<file path="src/rtl/cmdbus_pkg.sv">
package cmdbus_pkg;
    localparam int CA_W    = 14;
    localparam int ROW_W   = 18;
    localparam int BANK_W  = 2;
    localparam int BG_W    = 3;
    localparam int CHIP_W  = 4;
    localparam int COL_W   = 8;
    localparam int BYTE_W  = 8;
    localparam int OP_W    = 5;
    localparam int PFX_W   = 4;

    typedef enum logic [OP_W-1:0] {
        OP_NONE     = 5'd0,
        OP_ACT      = 5'd1,
        OP_RD       = 5'd2,
        OP_WR       = 5'd3,
        OP_WRPAT    = 5'd4,
        OP_MRW      = 5'd5,
        OP_MRR      = 5'd6,
        OP_VREF     = 5'd7,
        OP_REF_ALL  = 5'd8,
        OP_REF_SB   = 5'd9,
        OP_PRE_ALL  = 5'd10,
        OP_PRE_SB   = 5'd11,
        OP_PRE_BANK = 5'd12,
        OP_SRE      = 5'd13,
        OP_PDE      = 5'd14,
        OP_MPC      = 5'd15,
        OP_NOP      = 5'd16
    } op_e;

    typedef struct packed {
        op_e                op;
        logic [ROW_W-1:0]   row;
        logic [BANK_W-1:0]  bank;
        logic [BG_W-1:0]    bgroup;
        logic [CHIP_W-1:0]  chip;
        logic [COL_W-1:0]   column;
        logic               auto_pre;
        logic               burst_short;
        logic               wr_partial;
        logic               reg_bank_sel;
        logic               term_hold;
        logic [BYTE_W-1:0]  modereg_addr;
        logic [BYTE_W-1:0]  modereg_data;
        logic [BYTE_W-1:0]  sub_code;
    } cmd_t;

    // Prefix patterns for CA1..CA4 (CA0=1), written CA1 first.
    localparam logic [PFX_W-1:0] PFX_WR     = 4'b0110;
    localparam logic [PFX_W-1:0] PFX_RD     = 4'b0111;
    localparam logic [PFX_W-1:0] PFX_WRPAT  = 4'b0010;
    localparam logic [PFX_W-1:0] PFX_MRW    = 4'b0100;
    localparam logic [PFX_W-1:0] PFX_MRR    = 4'b0101;
    localparam logic [PFX_W-1:0] PFX_VREF   = 4'b1000;
    localparam logic [PFX_W-1:0] PFX_REF    = 4'b1001;
    localparam logic [PFX_W-1:0] PFX_PREALL = 4'b1010;
    localparam logic [PFX_W-1:0] PFX_PRE    = 4'b1011;
    localparam logic [PFX_W-1:0] PFX_PWR    = 4'b1101;
    localparam logic [PFX_W-1:0] PFX_MPC    = 4'b1110;
    localparam logic [PFX_W-1:0] PFX_NOP    = 4'b1111;

    function automatic logic takes_two(op_e op);
        return (op == OP_ACT) || (op == OP_RD) || (op == OP_WR) ||
               (op == OP_WRPAT) || (op == OP_MRW) || (op == OP_MRR);
    endfunction

    // Bank, bank group and low chip bits share one layout in start cycles.
    function automatic cmd_t addr_start(op_e op, logic [CA_W-1:0] ca);
        cmd_t c;
        c = '0;
        c.op        = op;
        c.bank      = ca[7:6];
        c.bgroup    = ca[10:8];
        c.chip[2:0] = ca[13:11];
        return c;
    endfunction

    function automatic logic [PFX_W-1:0] prefix_of(logic [CA_W-1:0] ca);
        return {ca[1], ca[2], ca[3], ca[4]};
    endfunction
endpackage

</file>
<file path="src/rtl/cmdbus_first_half.sv">
module cmdbus_first_half
    import cmdbus_pkg::*;
(
    input  logic [CA_W-1:0] ca,
    output cmd_t            start_cmd,
    output logic            reserved
);
    logic [PFX_W-1:0] pfx;

    assign pfx = prefix_of(ca);

    always_comb begin
        start_cmd = '0;
        reserved  = 1'b0;
        if (!ca[0]) begin
            if (ca[1]) begin
                reserved = 1'b1;
            end else begin
                start_cmd          = addr_start(OP_ACT, ca);
                start_cmd.row[3:0] = ca[5:2];
            end
        end else begin
            case (pfx)
                PFX_WR: begin
                    start_cmd             = addr_start(OP_WR, ca);
                    start_cmd.burst_short = ca[5];
                end
                PFX_RD: begin
                    start_cmd             = addr_start(OP_RD, ca);
                    start_cmd.burst_short = ca[5];
                end
                PFX_WRPAT: begin
                    if (ca[5]) start_cmd = addr_start(OP_WRPAT, ca);
                    else       reserved  = 1'b1;
                end
                PFX_MRW: begin
                    start_cmd.op           = OP_MRW;
                    start_cmd.modereg_addr = ca[12:5];
                end
                PFX_MRR: begin
                    start_cmd.op           = OP_MRR;
                    start_cmd.modereg_addr = ca[12:5];
                end
                PFX_VREF: begin
                    start_cmd.op       = OP_VREF;
                    start_cmd.sub_code = ca[12:5];
                end
                PFX_MPC: begin
                    start_cmd.op       = OP_MPC;
                    start_cmd.sub_code = ca[12:5];
                end
                PFX_REF, PFX_PREALL: begin
                    if (pfx == PFX_REF) start_cmd.op = ca[10] ? OP_REF_SB : OP_REF_ALL;
                    else                start_cmd.op = ca[10] ? OP_PRE_SB : OP_PRE_ALL;
                    start_cmd.chip = {ca[5], ca[13:11]};
                    if (ca[10]) start_cmd.bank = ca[7:6];
                end
                PFX_PRE: begin
                    start_cmd         = addr_start(OP_PRE_BANK, ca);
                    start_cmd.chip[3] = ca[5];
                end
                PFX_PWR: begin
                    if (ca[9]) begin
                        start_cmd.op        = OP_PDE;
                        start_cmd.term_hold = ca[10];
                    end else begin
                        start_cmd.op = OP_SRE;
                    end
                end
                PFX_NOP: start_cmd.op = OP_NOP;
                default: reserved = 1'b1;
            endcase
        end
    end

    always_comb begin
        if (reserved) assert (start_cmd.op == OP_NONE)
            else $error("assert_reserved_no_op_R10: reserved start produced op %0d", start_cmd.op);
    end
endmodule

</file>
<file path="src/rtl/cmdbus_pending.sv">
module cmdbus_pending
    import cmdbus_pkg::*;
(
    input  logic clk,
    input  logic rst,
    input  logic load,
    input  cmd_t d,
    output logic held_vld,
    output cmd_t held
);
    always_ff @(posedge clk) begin
        if (rst) begin
            held_vld <= 1'b0;
            held     <= '0;
        end else begin
            held_vld <= load;
            if (load) held <= d;
        end
    end

    a_held_two_cycle_R13: assert property (@(posedge clk) disable iff (rst)
        held_vld |-> takes_two(held.op));
endmodule

</file>
<file path="src/rtl/cmdbus_merge.sv">
module cmdbus_merge
    import cmdbus_pkg::*;
(
    input  cmd_t            first,
    input  logic [CA_W-1:0] ca,
    output cmd_t            whole
);
    always_comb begin
        whole = first;
        case (first.op)
            OP_ACT: begin
                whole.row[16:4] = ca[12:0];
                whole.row[17]   = ca[13];
            end
            OP_RD, OP_WR, OP_WRPAT: begin
                whole.column   = ca[8:1];
                whole.auto_pre = ca[10];
                whole.chip[3]  = ca[13];
                if (first.op == OP_WR) whole.wr_partial = ca[11];
            end
            OP_MRW: begin
                whole.modereg_data = ca[7:0];
                whole.reg_bank_sel = ca[10];
            end
            OP_MRR: whole.reg_bank_sel = ca[10];
            default: ;
        endcase
    end
endmodule

</file>
<file path="src/rtl/cmdbus_decoder.sv">
module cmdbus_decoder
    import cmdbus_pkg::*;
(
    input  logic                 clk,
    input  logic                 rst,
    input  logic                 sel_n,
    input  logic [CA_W-1:0]      cmd_bus,
    output logic                 cmd_valid,
    output logic [OP_W-1:0]      cmd_op,
    output logic [ROW_W-1:0]     row,
    output logic [BANK_W-1:0]    bank,
    output logic [BG_W-1:0]      bgroup,
    output logic [CHIP_W-1:0]    chip,
    output logic [COL_W-1:0]     column,
    output logic                 auto_pre,
    output logic                 burst_short,
    output logic                 wr_partial,
    output logic                 reg_bank_sel,
    output logic                 term_hold,
    output logic [BYTE_W-1:0]    modereg_addr,
    output logic [BYTE_W-1:0]    modereg_data,
    output logic [BYTE_W-1:0]    sub_code,
    output logic                 illegal,
    output logic                 seq_abort
);
    cmd_t start_cmd, held, whole, out_d, out_q;
    logic reserved, held_vld, start_now, load_two, emit_d;
    logic valid_q, illegal_q, abort_q;

    cmdbus_first_half u_first (.ca(cmd_bus), .start_cmd(start_cmd), .reserved(reserved));

    assign start_now = !sel_n;
    assign load_two  = start_now && !reserved && takes_two(start_cmd.op);

    cmdbus_pending u_pend (
        .clk(clk), .rst(rst), .load(load_two), .d(start_cmd),
        .held_vld(held_vld), .held(held)
    );

    cmdbus_merge u_merge (.first(held), .ca(cmd_bus), .whole(whole));

    always_comb begin
        out_d  = '0;
        emit_d = 1'b0;
        if (held_vld && sel_n) begin
            out_d  = whole;
            emit_d = 1'b1;
        end else if (start_now && !reserved && !takes_two(start_cmd.op)) begin
            out_d  = start_cmd;
            emit_d = 1'b1;
        end
    end

    always_ff @(posedge clk) begin
        if (rst) begin
            out_q     <= '0;
            valid_q   <= 1'b0;
            illegal_q <= 1'b0;
            abort_q   <= 1'b0;
        end else begin
            out_q     <= out_d;
            valid_q   <= emit_d;
            illegal_q <= start_now && reserved;
            abort_q   <= start_now && held_vld;
        end
    end

    assign cmd_valid    = valid_q;
    assign cmd_op       = out_q.op;
    assign row          = out_q.row;
    assign bank         = out_q.bank;
    assign bgroup       = out_q.bgroup;
    assign chip         = out_q.chip;
    assign column       = out_q.column;
    assign auto_pre     = out_q.auto_pre;
    assign burst_short  = out_q.burst_short;
    assign wr_partial   = out_q.wr_partial;
    assign reg_bank_sel = out_q.reg_bank_sel;
    assign term_hold    = out_q.term_hold;
    assign modereg_addr = out_q.modereg_addr;
    assign modereg_data = out_q.modereg_data;
    assign sub_code     = out_q.sub_code;
    assign illegal      = illegal_q;
    assign seq_abort    = abort_q;

    assert_seq_abort_R11: assert property (@(posedge clk) disable iff (rst)
        (held_vld && !sel_n) |=> seq_abort);
    assert_second_half_R13: assert property (@(posedge clk) disable iff (rst)
        (held_vld && sel_n) |=> (cmd_valid && takes_two(op_e'(cmd_op))));
    assert_deselect_quiet_R9: assert property (@(posedge clk) disable iff (rst)
        (!held_vld && sel_n) |=> (!cmd_valid && !illegal && !seq_abort));
    assert_valid_illegal_excl_R10: assert property (@(posedge clk) disable iff (rst)
        !(cmd_valid && illegal));
    assert_valid_has_op_R2: assert property (@(posedge clk) disable iff (rst)
        cmd_valid |-> (cmd_op != OP_NONE));
    assert_idle_fields_zero_R12: assert property (@(posedge clk) disable iff (rst)
        !cmd_valid |-> (cmd_op == '0 && row == '0 && column == '0 && sub_code == '0));
endmodule

</file>
<file path="config.mk">
export PLATFORM = sky130hd
export DESIGN_NAME = cmdbus_decoder
export DESIGN_NICKNAME = d
export VERILOG_FILES = /design/src/rtl/cmdbus_pkg.sv /design/src/rtl/cmdbus_first_half.sv /design/src/rtl/cmdbus_pending.sv /design/src/rtl/cmdbus_merge.sv /design/src/rtl/cmdbus_decoder.sv
export SDC_FILE = /design/constraint.sdc
export NUM_CORES = 1
export LEC_CHECK = 0
export BUFFER_PORTS_ARGS = -buffer_cell sky130_fd_sc_hd__buf_2
export CORE_UTILIZATION = 53
export CTS_CLUSTER_SIZE = 30
export DETAILED_ROUTE_END_ITERATION = 6
export GPL_TIMING_DRIVEN = 0
export MAX_ROUTING_LAYER = met4
export PLACE_DENSITY = 0.88
export SLEW_MARGIN = 5
export SYNTH_ARGS = -nofsm -noshare
export SYNTH_HDL_FRONTEND = slang
export SYNTH_SLANG_ARGS = --single-unit
</file>
<file path="constraint.sdc">
create_clock -name clk -period 2 [get_ports clk]
set_input_delay 0 -clock clk [delete_from_list [all_inputs] [get_ports clk]]
set_output_delay 0 -clock clk [all_outputs]
set_load 0.02 [all_outputs]
</file>
# After elaboration in Yosys (flattened, before gate mapping)

Index checks and enable logic that the tools add are counted.

Logic and storage cells: 113
Output and inout bits: 72
Bits in registers: 142
Input bits: 17

Equal/unequal tests: 24
Reductions and logical operators: 23
Multiplexer cells: 34

Operators with widths:

| cell                                                 | number |
|---|---|
| two-way mux 69 bit                                   | 3 |
| two-way mux 67 bit                                   | 1 |
| two-way mux 65 bit                                   | 1 |
| case mux 5 bit (11 select lines)                     | 1 |
| case mux 8 bit (2 select lines)                      | 2 |
| equality test 5 x 3 -> 1 bit (second input constant) | 6 |
| equality test 4 bit (second input constant)          | 7 |
| case mux 12 bit (2 select lines)                     | 1 |
| equality test 5 x 2 -> 1 bit (second input constant) | 4 |
| two-way mux 18 bit                                   | 1 |
| equality test 4 x 3 -> 1 bit (second input constant) | 4 |
| two-way mux 8 bit                                    | 2 |
| two-way mux 14 bit                                   | 1 |
| two-way mux 1 bit                                    | 12 |
| case mux 4 bit (3 select lines)                      | 1 |
| OR reduction 11 bit                                  | 1 |
| equality test 5 x 1 -> 1 bit (second input constant) | 2 |
| OR reduction 2 bit                                   | 5 |
| two-way mux 9 bit                                    | 1 |
| OR reduction 3 bit                                   | 3 |
| logical AND 1 bit                                    | 6 |
| case mux 2 bit (3 select lines)                      | 1 |
| case mux 3 bit (2 select lines)                      | 1 |
| logical OR 1 bit                                     | 5 |
| other kinds (5)                                      | 9 |

# Logic depth before layout (Yosys ltp)

Word-level depth: 14
Gate-level depth with buffers: 10
Depth with buffers taken out: 6

# Hierarchy

From an unflattened synthesis, not the netlist that was laid out.

Cells, all modules: 802
Area total of the unflattened synthesis: 7,169.4 µm²

By module, submodules not included:

| module            | cells an instance | area each (µm²) | times used | sequential area each (µm²) |
|---|---|---|---|---|
| cmdbus_decoder    | 311               | 2,752.6         | 1          | 1,441.4 |
| cmdbus_pending    | 225               | 2,506.2         | 1          | 1,401.3 |
| cmdbus_merge      | 134               | 1,046.0         | 1          | 0.0 |
| cmdbus_first_half | 132               | 864.6           | 1          | 0.0 |

# Worst setup path after synthesis

No wires, ideal clock.

Kind: flip-flop to flip-flop
Start: register, netlist name u_pend.held[66]
End: register out_q (netlist bit chip[3])
Data arrival time: 1,323 ps
Data required time: 1,873 ps
Setup slack: 550 ps
Period minus slack after synthesis: 1,450 ps
Library setup time: 127 ps
Stages on the path, launching flop included: 7
Path buffers: 1
Cell sequence: dfxtp_1 > clkbuf_1 > nor2b_1 > a21oi_1 > nor3_1 > mux2i_1 > o32ai_1

Longest elaborated chain between the ends: 4
Elaborated cells between the ends (all ways): 6
Classes of those cells: eq/ne (3); mux (2); reduce/logical (1)

Ends and longest elaborated chain:

| what                                                                                | RTL line             | RTL |
|---|---|---|
| equality test 5 x 2 -> 1 bit / equality test 5 x 3 -> 1 bit (equally long branches) | cmdbus_merge.sv:10   | `case (first.op)` |
| OR reduction 3 bit (*)                                                              | cmdbus_merge.sv:10   |  |
| two-way mux 1 bit (*)                                                               | cmdbus_merge.sv:10   |  |
| two-way mux 69 bit (*)                                                              | cmdbus_decoder.sv:45 | `if (held_vld && sel_n) begin` |
| end signal, assigned                                                                | cmdbus_decoder.sv:61 | `out_q <= out_d;` |
| end, declared                                                                       | cmdbus_decoder.sv:26 | `cmd_t start_cmd, held, whole, out_d, out_q;` |

Every way passes the cells marked *; elsewhere a longest branch is shown, timed or not.
A chain may end at the register's enable or synchronous reset.

# Final worst setup path

Start: input port cmd_bus[5]
End: register, netlist name u_pend.held[67]

Longest elaborated chain between the ends: 10
Elaborated cells between the ends (all ways): 20
Classes of those cells: eq/ne (6); mux (6); reduce/logical (8)

Ends and longest elaborated chain:

| what                                                                                | RTL line                | RTL |
|---|---|---|
| start, declared                                                                     | cmdbus_decoder.sv:7     | `input logic [CA_W-1:0] cmd_bus,` |
| two-way mux 67 bit                                                                  | cmdbus_first_half.sv:33 | `if (ca[5]) start_cmd = addr_start(OP_WRPAT, ca);` |
| case mux 5 bit (11 select lines)                                                    | cmdbus_first_half.sv:23 | `case (pfx)` |
| two-way mux 69 bit                                                                  | cmdbus_first_half.sv:15 | `if (!ca[0]) begin` |
| equality test 5 x 1 -> 1 bit / equality test 5 x 2 -> 1 bit (equally long branches) | cmdbus_pkg.sv:64        | `return (op == OP_ACT) \|\| (op == OP_RD) \|\| (op == OP_WR) \|\|` |
| logical OR 1 bit (3 in series)                                                      | cmdbus_pkg.sv:64        |  |
| logical OR 1 bit (2 in series)                                                      | cmdbus_pkg.sv:65        | `(op == OP_WRPAT) \|\| (op == OP_MRW) \|\| (op == OP_MRR);` |
| logical AND 1 bit (*)                                                               | cmdbus_decoder.sv:33    | `assign load_two = start_now && !reserved && takes_two(start_cmd.op);` |

Marks and branches as above.

==> out/results.ini <==
[outcome]
status=finished clean

[floorplan]
die_area_um2=8090
die_h_um=90.0
core_area_um2=7370
row_count=31
die_w_um=90.0
start_util=0.556
io_pins=89

[placement]
place.detailed.hpwl_um=6950
port_buffers=85
placed_cells=575
gp_congestion=0.952

[clocking]
numCtsBuffers=9
clock_sinks=109
root_buffer=clkbuf_8
path_clk_slew_ns=0.10
cts_buffer_depth=2
htreeDepth=3
clk_latency_ns=0.37
cts_tree=built

[drt]
wirelength_um=9920
firstDrtPassIters=5
drc=0
postRouteAntennaNets=0
wl_per_cell_um=16.5
vias=3274
avgViaCountPerCell=5.46
drtIter0Drc=162

[yosys]
synth_top_family_by_area=simple AND/OR/NAND/NOR gates
ys_seq_area_frac=0.532
syn-num-nets=408
ys_warn_count=0
ys_ff_latch=109
synth_ff_type=dfxtp_1
postSynth.asyncResetShare=0
synth_compound_area_frac=0.108
syn_inst=391
netlist_top_cells_area=dfxtp_1 53%, mux2i_1 5.6%, nand2b_1 4.3%
synth_area_um2=4100
yosys.area_share.simple=0.256
muxShareOfSynthArea=0.0561
synth_xor_area_frac=0.00427
synth_edf_count=0
ys_types=55
synth_fa_ha_area_frac=0
synth_top_area_cell=dfxtp_1
netlist.area_leader.share=0.532
avgSynthCellArea_um2=10.5

[timing]
fin_tns_setup_ns=0
hold_ws_ns=0.0135
period_share=0.936
rsz0062_at_grt=no
fmaxAchievable_mhz=534
maxSlewHeadroom=0.105
slew_viol_final=0
hold_viol_final=0
finalWorstPathRequiredPeriod_ns=1.87
setup_viol=0
worst_pin_slew_ns=1.33
skew_ns=0.00598

[global_routing]
busiest_layer=met2
antenna_found_initial=0
grt_max_degree=18
grt_pass1_vias=3189
grt_usage=0.259
use_met2=0.431
grt_overflow_total=0
grt_pass1_wl_um=16000
use_met1=0.319
use_met3=0.0415

[cells_and_area]
antenna_cells=0
nNetsFinal=514
multi_input_area_um2=1760
layout-drive-gt1-share=0.279
area_delta_synth_final_pct=21.1
fin_cells=600
mostFrequentLayoutCell=dfxtp_1
fillCellCount=590
final_cell_mix=109 x dfxtp_1, 90 x buf_2, 28 x nand2b_1, 28 x nand2_1, 23 x mux2i_1
ff_latch_area_um2=2180

[worst_setup_path]
path_max_fanout=10
crit_type=input pin to flop
cp-start-kind=input pin
worstPathRequired_ns=2.24
cp.arrival_ns=2.11
end_kind=flop

[pwr]
p_leak_nw=2.21
power-per-cell-area_nw_per_um2=785
max-vdd-ir-drop_uv=377
power.total_mw=3.90

[job]
cap_violations=0

[hold_path]
hold_path_class=input pin to flop

==> report_power, final <==
group,internal [mW],switching (mW),total [mW]
Sequential,2.19,0.0118,2.20
Clock,0.611,0.723,1.33
Combinational,0.137,0.228,0.365
Total,2.94,0.963,3.90
==> final cells by class <==
| class | count | area share |
|---|---|---|
| Clock buffer | 10 | 0.0277 |
| Timing Repair Buffer | 95 | 0.106 |
| Multi-Input combinational cell | 248 | 0.354 |
| Tap cell | 99 | 0.0249 |
| Inverter | 6 | 0.00453 |
| Clock inverter | 5 | 0.0116 |
| Buffer | 28 | 0.0317 |
| Sequential cell | 109 | 0.439 |
==> synth_stat cells (6+ instances only) <==
cell type	count
dfxtp_1	109
nand2_1	28
nand2b_1	28
mux2i_1	23
nor2_1	20
and2_1	15
and3_1	15
a22o_1	14
clkbuf_1	14
nand3b_1	11
nor3b_2	10
nor4_1	9
a21oi_1	7
nand3_1	7
buf_2	6
inv_1	6
nor3_1	6
==> final timing paths <==
check | startpoint | end | slack [ns] | depth (start not counted)
worst max-delay path | cmd_bus[5] | u_pend.held[67]$_SDFFE_PP0P_ | 0.13 | 9
worst min register to register | u_pend.held[22]$_SDFFE_PP0P_ | modereg_addr[6]$_SDFF_PP0_ | 0.46 | 1
worst max register to register | u_pend.held[64]$_SDFFE_PP0P_ | row[9]$_SDFF_PP0_ | 0.22 | 4
worst min-delay path | cmd_bus[10] | reg_bank_sel$_SDFF_PP0_ | 0.01 | 3
==> cell families after synthesis <==
group	after synthesis
AOI/OAI and AO/OA	54
buffers and inverters	34
xor gates and xnor gates	2
and+or+nand+nor	169
DFF	109
muxes	23
==> metal layers <==
| metal | routed length, um | up-vias |
|---|---|---|
| met1 | 4350 | 1546 |
| met5 | 0 | - |
| met2 | 4840 | 133 |
| met4 | 176 | 0 |
| li1 | - | 1577 |
| met3 | 555 | 18 |
==> critical path, stage by stage <==
cell           delay [ns]
dlygate4sd3_1        0.53
clkbuf_4             0.21
and2b_2              0.22
o31ai_4              0.09
nor4_4               0.45
o21a_1               0.20
buf_6                0.16
buf_6                0.18
nor3b_2              0.06
==> timing repair <==
action / CTS / global route
endpoints found under the setup margin: 0 / 28
buffers inserted: 0 / 1
hold endpoints to repair: 40 / 0
hold buffers: 9 / 0
gates resized for setup: 0 / 4
==> sequential cells by signal (all words and copies together), names as in the netlist, 2 cells and up <==
name,cells
column,8
modereg_data,8
chip,4
u_pend.held,36
bgroup,3
cmd_op,5
sub_code,8
bank,2
row,18
modereg_addr,8
==> through the flow <==
step                setup WS (ns)  cell area, um^2   util
floorplan                   0.550             4100      -
global placement            0.115             4650  0.631
detailed placement         0.0596             4650  0.631
CTS                        0.0240             4930  0.670
global route               0.0203             4970  0.674
finish                      0.129             4970  0.674
Power figures use the tool's default switching activity.
